--- config.mk ---
export PLATFORM = sky130hd
export DESIGN_NAME = segment_sequencer
export DESIGN_NICKNAME = d
export VERILOG_FILES = /design/src/rtl/seg_seq_pkg.sv /design/src/rtl/seg_region.sv /design/src/rtl/seg_trigq.sv /design/src/rtl/seg_timer.sv /design/src/rtl/segment_sequencer.sv
export SDC_FILE = /design/constraint.sdc
export NUM_CORES = 1
export LEC_CHECK = 0
export CORE_MARGIN = 4
export CORE_UTILIZATION = 47
export CTS_CLUSTER_DIAMETER = 200
export CTS_CLUSTER_SIZE = 25
export DETAILED_ROUTE_END_ITERATION = 10
export GPL_ROUTABILITY_DRIVEN = 0
export HOLD_SLACK_MARGIN = 0.02
export PLACE_DENSITY = 0.8
export SYNTH_ARGS = -nofsm -noshare
export SYNTH_HDL_FRONTEND = slang
export SYNTH_SLANG_ARGS = --single-unit
--- constraint.sdc ---
create_clock -name clk -period 3.45 [get_ports clk]
set_input_delay 0.5175 -clock clk [delete_from_list [all_inputs] [get_ports clk]]
set_output_delay 0.5175 -clock clk [all_outputs]
set_load 0.05 [all_outputs]
--- src/rtl/seg_seq_pkg.sv ---
package seg_seq_pkg;
  localparam int CNT_W   = 12;
  localparam int AMP_W   = 16;
  localparam int FRQ_W   = 32;
  localparam int PHS_W   = 16;
  localparam int DUR_PAD = 32;
  localparam int DUR_W   = CNT_W + 1;

  typedef struct packed {
    logic             last;
    logic             trig;
    logic [CNT_W-1:0] cnt;
    logic [AMP_W-1:0] amp0;
    logic [AMP_W-1:0] ampd;
    logic [FRQ_W-1:0] frq;
    logic [PHS_W-1:0] phs;
  } seg_desc_t;

  localparam int DESC_W = $bits(seg_desc_t);

  typedef enum logic [1:0] {ST_ADDR, ST_LOAD, ST_WAIT, ST_PLAY} seq_state_t;
endpackage

--- src/rtl/seg_region.sv ---
module seg_region #(
  parameter int ADDR_W = 9,
  parameter int SLICE  = 64
) (
  input  logic [1:0]        chan_sel,
  input  logic              partner_vec,
  output logic [ADDR_W-1:0] base_o,
  output logic [ADDR_W-1:0] top_o
);
  localparam int EVEN_BASE = 0;
  localparam int EVEN_SPAN = 2 * SLICE;
  localparam int ODD_BASE  = 2 * SLICE;
  localparam int ODD_SPAN  = 4 * SLICE;

  logic [ADDR_W-1:0] pair_base, span, half, off, len;

  always_comb begin
    pair_base = chan_sel[0] ? ADDR_W'(ODD_BASE) : ADDR_W'(EVEN_BASE);
    span      = chan_sel[0] ? ADDR_W'(ODD_SPAN) : ADDR_W'(EVEN_SPAN);
    half      = span >> 1;
    off       = (partner_vec && chan_sel[1]) ? half : '0;
    len       = partner_vec ? half : span;
    base_o    = pair_base + off;
    top_o     = pair_base + off + len - ADDR_W'(1);
  end
endmodule

--- src/rtl/seg_trigq.sv ---
module seg_trigq (
  input  logic clk,
  input  logic rst,
  input  logic trig_in,
  input  logic consume,
  output logic avail
);
  logic pend;

  assign avail = pend | trig_in;

  always_ff @(posedge clk) begin
    if (rst)          pend <= 1'b0;
    else if (consume) pend <= 1'b0;
    else              pend <= pend | trig_in;
  end
endmodule

--- src/rtl/seg_timer.sv ---
module seg_timer #(
  parameter int DUR_W = 13
) (
  input  logic             clk,
  input  logic             rst,
  input  logic             load,
  input  logic [DUR_W-1:0] load_val,
  output logic             near_fetch,
  output logic             near_load
);
  localparam int FETCH_AT = 2;
  localparam int LOAD_AT  = 1;

  logic [DUR_W-1:0] rem;

  always_ff @(posedge clk) begin
    if (rst)              rem <= '0;
    else if (load)        rem <= load_val;
    else if (rem != '0)   rem <= rem - DUR_W'(1);
  end

  assign near_fetch = (rem == DUR_W'(FETCH_AT));
  assign near_load  = (rem == DUR_W'(LOAD_AT));
endmodule

--- src/rtl/segment_sequencer.sv ---
module segment_sequencer
  import seg_seq_pkg::*;
#(
  parameter int ADDR_W = 9,
  parameter int SLICE  = 64
) (
  input  logic              clk,
  input  logic              rst,
  input  logic [1:0]        chan_sel,
  input  logic              partner_vec,
  input  logic              hold_en,
  input  logic              trig_in,
  output logic [ADDR_W-1:0] rd_addr,
  input  logic [DESC_W-1:0] rd_data,
  output logic              seg_start,
  output logic              phase_load,
  output logic [AMP_W-1:0]  amp_start_o,
  output logic [AMP_W-1:0]  amp_step_o,
  output logic [FRQ_W-1:0]  freq_o,
  output logic [PHS_W-1:0]  phase_o
);
  seq_state_t        state;
  seg_desc_t         cur, desc_in;
  logic              boot_pend;
  logic [ADDR_W-1:0] base_a, top_a, next_idx;
  logic              trig_avail, consume, tmr_load, near_fetch, near_load;
  logic              need_trig, go;
  logic [CNT_W-1:0]  dur_src;
  logic [DUR_W-1:0]  tmr_val;

  assign desc_in = seg_desc_t'(rd_data);

  seg_region #(.ADDR_W(ADDR_W), .SLICE(SLICE)) region_i (
    .chan_sel(chan_sel), .partner_vec(partner_vec), .base_o(base_a), .top_o(top_a));

  seg_trigq trigq_i (
    .clk(clk), .rst(rst), .trig_in(trig_in), .consume(consume), .avail(trig_avail));

  seg_timer #(.DUR_W(DUR_W)) timer_i (
    .clk(clk), .rst(rst), .load(tmr_load), .load_val(tmr_val),
    .near_fetch(near_fetch), .near_load(near_load));

  assign next_idx = (cur.last || rd_addr == top_a) ? base_a : rd_addr + ADDR_W'(1);

  always_comb begin
    need_trig = boot_pend | desc_in.trig;
    go        = !need_trig || trig_avail;
    dur_src   = (state == ST_LOAD) ? desc_in.cnt : cur.cnt;
    tmr_val   = {1'b0, dur_src} + DUR_W'(DUR_PAD - 1);
    consume   = 1'b0;
    tmr_load  = 1'b0;
    case (state)
      ST_LOAD: if (go) begin
        consume  = need_trig;
        tmr_load = 1'b1;
      end
      ST_WAIT: if (trig_avail) begin
        consume  = 1'b1;
        tmr_load = 1'b1;
      end
      default: ;
    endcase
  end

  always_ff @(posedge clk) begin
    if (rst) begin
      state       <= ST_ADDR;
      rd_addr     <= base_a;
      cur         <= '0;
      boot_pend   <= 1'b1;
      seg_start   <= 1'b0;
      phase_load  <= 1'b0;
      amp_start_o <= '0;
      amp_step_o  <= '0;
      freq_o      <= '0;
      phase_o     <= '0;
    end else begin
      seg_start  <= 1'b0;
      phase_load <= 1'b0;
      case (state)
        ST_ADDR: state <= ST_LOAD;
        ST_LOAD: begin
          cur        <= desc_in;
          seg_start  <= 1'b1;
          phase_load <= !hold_en;
          freq_o     <= desc_in.frq;
          phase_o    <= desc_in.phs;
          if (go || hold_en) begin
            amp_start_o <= desc_in.amp0;
            amp_step_o  <= desc_in.ampd;
          end else begin
            amp_start_o <= '0;
            amp_step_o  <= '0;
          end
          if (go) begin
            boot_pend <= 1'b0;
            state     <= ST_PLAY;
          end else begin
            state     <= ST_WAIT;
          end
        end
        ST_WAIT: if (trig_avail) begin
          boot_pend <= 1'b0;
          state     <= ST_PLAY;
          if (!hold_en) begin
            seg_start   <= 1'b1;
            phase_load  <= 1'b1;
            amp_start_o <= cur.amp0;
            amp_step_o  <= cur.ampd;
          end
        end
        ST_PLAY: begin
          if (near_fetch) rd_addr <= next_idx;
          if (near_load)  state   <= ST_LOAD;
        end
        default: state <= ST_ADDR;
      endcase
    end
  end
endmodule

==> results.toml <==
[finish]
layout_commonest_cell = "clkdlybuf4s50_1"
fin_cells = 1030
area_growth_pct = 40.97
drive_gt1_share_pct = 6.440
nNetsFinal = 953
final_cell_mix = "clkdlybuf4s50_1 (190), nor2_1 (148), dfxtp_1 (144), mux2i_1 (96), a211oi_1 (37)"
final_core_util_pct = 68.24
num_antenna_cells = 0
nFillCells = 1036

[floorplanning]
core-area_um2 = 13400
dieWidth_um = 125.5
die_y_um = 125.5
start_util_pct = 48.40
io_pins = 192
num_rows = 42
dieArea_um2 = 15740

[drt]
avgViaCountPerCell = 5.359
routedWlPerCell_um = 16.27
wl_mm = 16.76
dr.pass1.iters = 5
drtIter0Drc = 381
num_vias = 5520
drc = 0
drtAntennaViolNets = 0

[logic_synthesis]
synth_top_area_share_pct = 44.44
yosysSeqAreaShare_pct = 48.61
ys_top_cells_by_area = "dfxtp_1 (44%), mux2i_1 (15%), nor2_1 (8.6%), a211oi_1 (4.3%), edfxtp_1 (4.2%)"
synth_edf_count = 9
synth_flop_cell = "dfxtp_1"
yosysWarnings = 0
ys_ff_latch = 153
async_flop_share_pct = 0
ys_types = 54
syn_area_per_cell_um2 = 9.754
synth_nets = 777
netlist_area_um2 = 6486
synth_largest_area_cell = "dfxtp_1"
syn-instance-count = 665

[timing]
slew_headroom_pct = 41.62
hold_violations = 0
setup_viol = 0
finalCritPeriodShare_pct = 74.10
period_needed_ns = 2.557
fmax_ghz = 0.3912
rsz0062_at_grt = "no"
max_slew.worst_pin.slew_ns = 0.8756
fin_skew_ns = 0.01481
hold_slack_ns = 0.4580
maxSlewViolCount = 0
setup_ws_ns = 0.8935
fin_tns_setup_ns = 0

[pwr]
power_density_nw_per_um2 = 965.2
leakage_nw = 3.489
ir_drop_uv = 532.8

[setup_path]
crit_arrival_ns = 2.73
reg2reg_slack_ns = 0.94
cp-end-kind = "flop"
startpoint_type = "input pin"
required_ns = 3.63
cp_max_fo = 9
critical_path_class = "input pin to flop"

[clock_tree]
cts_inserted_buffers = 17
root_buffer = "clkbuf_16"
clkLatencyLatePin_ns = 0.42
clock-sinks = 153
cts_resized = 0
cts.clk_slew.worst_paths_ns = 0.06
post_cts_buffers = 0
holdBufCountCts = 0
cts_max_path_buffers = 2
h-tree-depth = 4
cts_tree = "yes"

[global_route]
grt-ovfl-total = 0
globalRouteTotalUtil_pct = 21.20
grt_first_pass_wirelength_mm = 27.53
grt_max_degree = 65
antenna_found_initial = 0
first_global_vias = 5618

[placement]
port_buffers = 191
post-place-cells = 998
dp_hpwl_mm = 11.75
dp_slack_ns = 0.4677

[run]
cap_violations = 0

[hold_path]
hp-class = "flop to flop"

[status]
status = "finished clean"
## stage by stage
step           total power [W]  instance area [µm²]
3_3_place_gp          0.006840                 8539
5_1_grt               0.009323                 9144
4_1_cts               0.008880                 9144
2_1_floorplan         0.005727                 6486
3_5_place_dp          0.006960                 8539
6_report              0.008826                 9144
## power breakdown
group	internal, W	total [W]	leakage, nW	switching (W)
Sequential	0.00230	0.00263	1.27	0.000325
Clock	0.00114	0.00188	0.297	0.000743
Combinational	0.00165	0.00432	1.92	0.00266
Total	0.00509	0.00883	3.49	0.00373
## layout make-up
type                            count  area [µm²]  area share (%)
Timing Repair Buffer              200        1977           21.62
Sequential cell                   153        3153           34.48
Inverter                           11       41.29          0.4516
Tap cell                          176       220.2           2.408
Clock inverter                     12       136.4           1.492
Clock buffer                       20       467.9           5.118
Multi-Input combinational cell    458        3148           34.43
## final timing paths
kind | from | end | depth (start not counted)
hold reg to reg | boot_pend | boot_pend | 1
setup / recovery | chan_sel[0] | rd_addr[6] | 8
setup reg to reg | state[0] | timer_i.rem[11] | 5
hold / removal | boot_pend | boot_pend | 1
## sequential cells by signal (all words and copies together) (netlist names)
register      cells
trigq_i.pend      1
rd_addr           9
amp_step_o       16
freq_o           32
cur              45
boot_pend         1
amp_start_o      16
timer_i.rem      13
seg_start         1
state             2
phase_load        1
phase_o          16
## cells by family after synthesis
kind of cell,share of synthesized area (%)
adder cells (fa/ha/maj),2.122
buffers and inverters,3.356
multiplexers,14.99
flip-flops,48.61
XOR/XNOR,3.916
AO/OA/AOI/OAI,12.92
AND/OR/NAND/NOR,14.08
## synthesized netlist by cell type, types with 3 or more instances
cell type / number
ha_1: 11
a211oi_1: 37
a21oi_1: 13
nor2_1: 148
xor2_1: 9
edfxtp_1: 9
dfxtp_1: 144
nand3_1: 5
a22oi_1: 34
or4_4: 3
o22ai_1: 3
nor3b_1: 3
buf_2: 12
nand2_1: 18
clkbuf_1: 29
inv_1: 11
xnor2_1: 20
nor4_1: 4
mux2i_1: 96
or4_1: 3
nor3_1: 7
o21ai_0: 4
## critical path, cell delays in order
cell and delay, ns:
clkdlybuf4s50_1 0.56, inv_1 0.09, ha_1 0.22, xor2_1 0.15, xnor2_1 0.14, xnor2_1 0.16
o31ai_4 0.49, mux2_2 0.39
## metal layers
| layer | vias up | routed length (µm) | global-route usage [%] | part of all wire (%) |
|---|---|---|---|---|
| met2 | 169 | 8352 | 36.94 | 50 |
| met5 | - | 0 | 0 | 0 |
| met3 | 20 | 1202 | 7.761 | 7.2 |
| li1 | 2725 | - | - | - |
| met4 | 0 | 275 | 6.633 | 1.6 |
| met1 | 2606 | 6931 | 24.17 | 41 |
No activity file was read; power rests on OpenSTA's default activity.
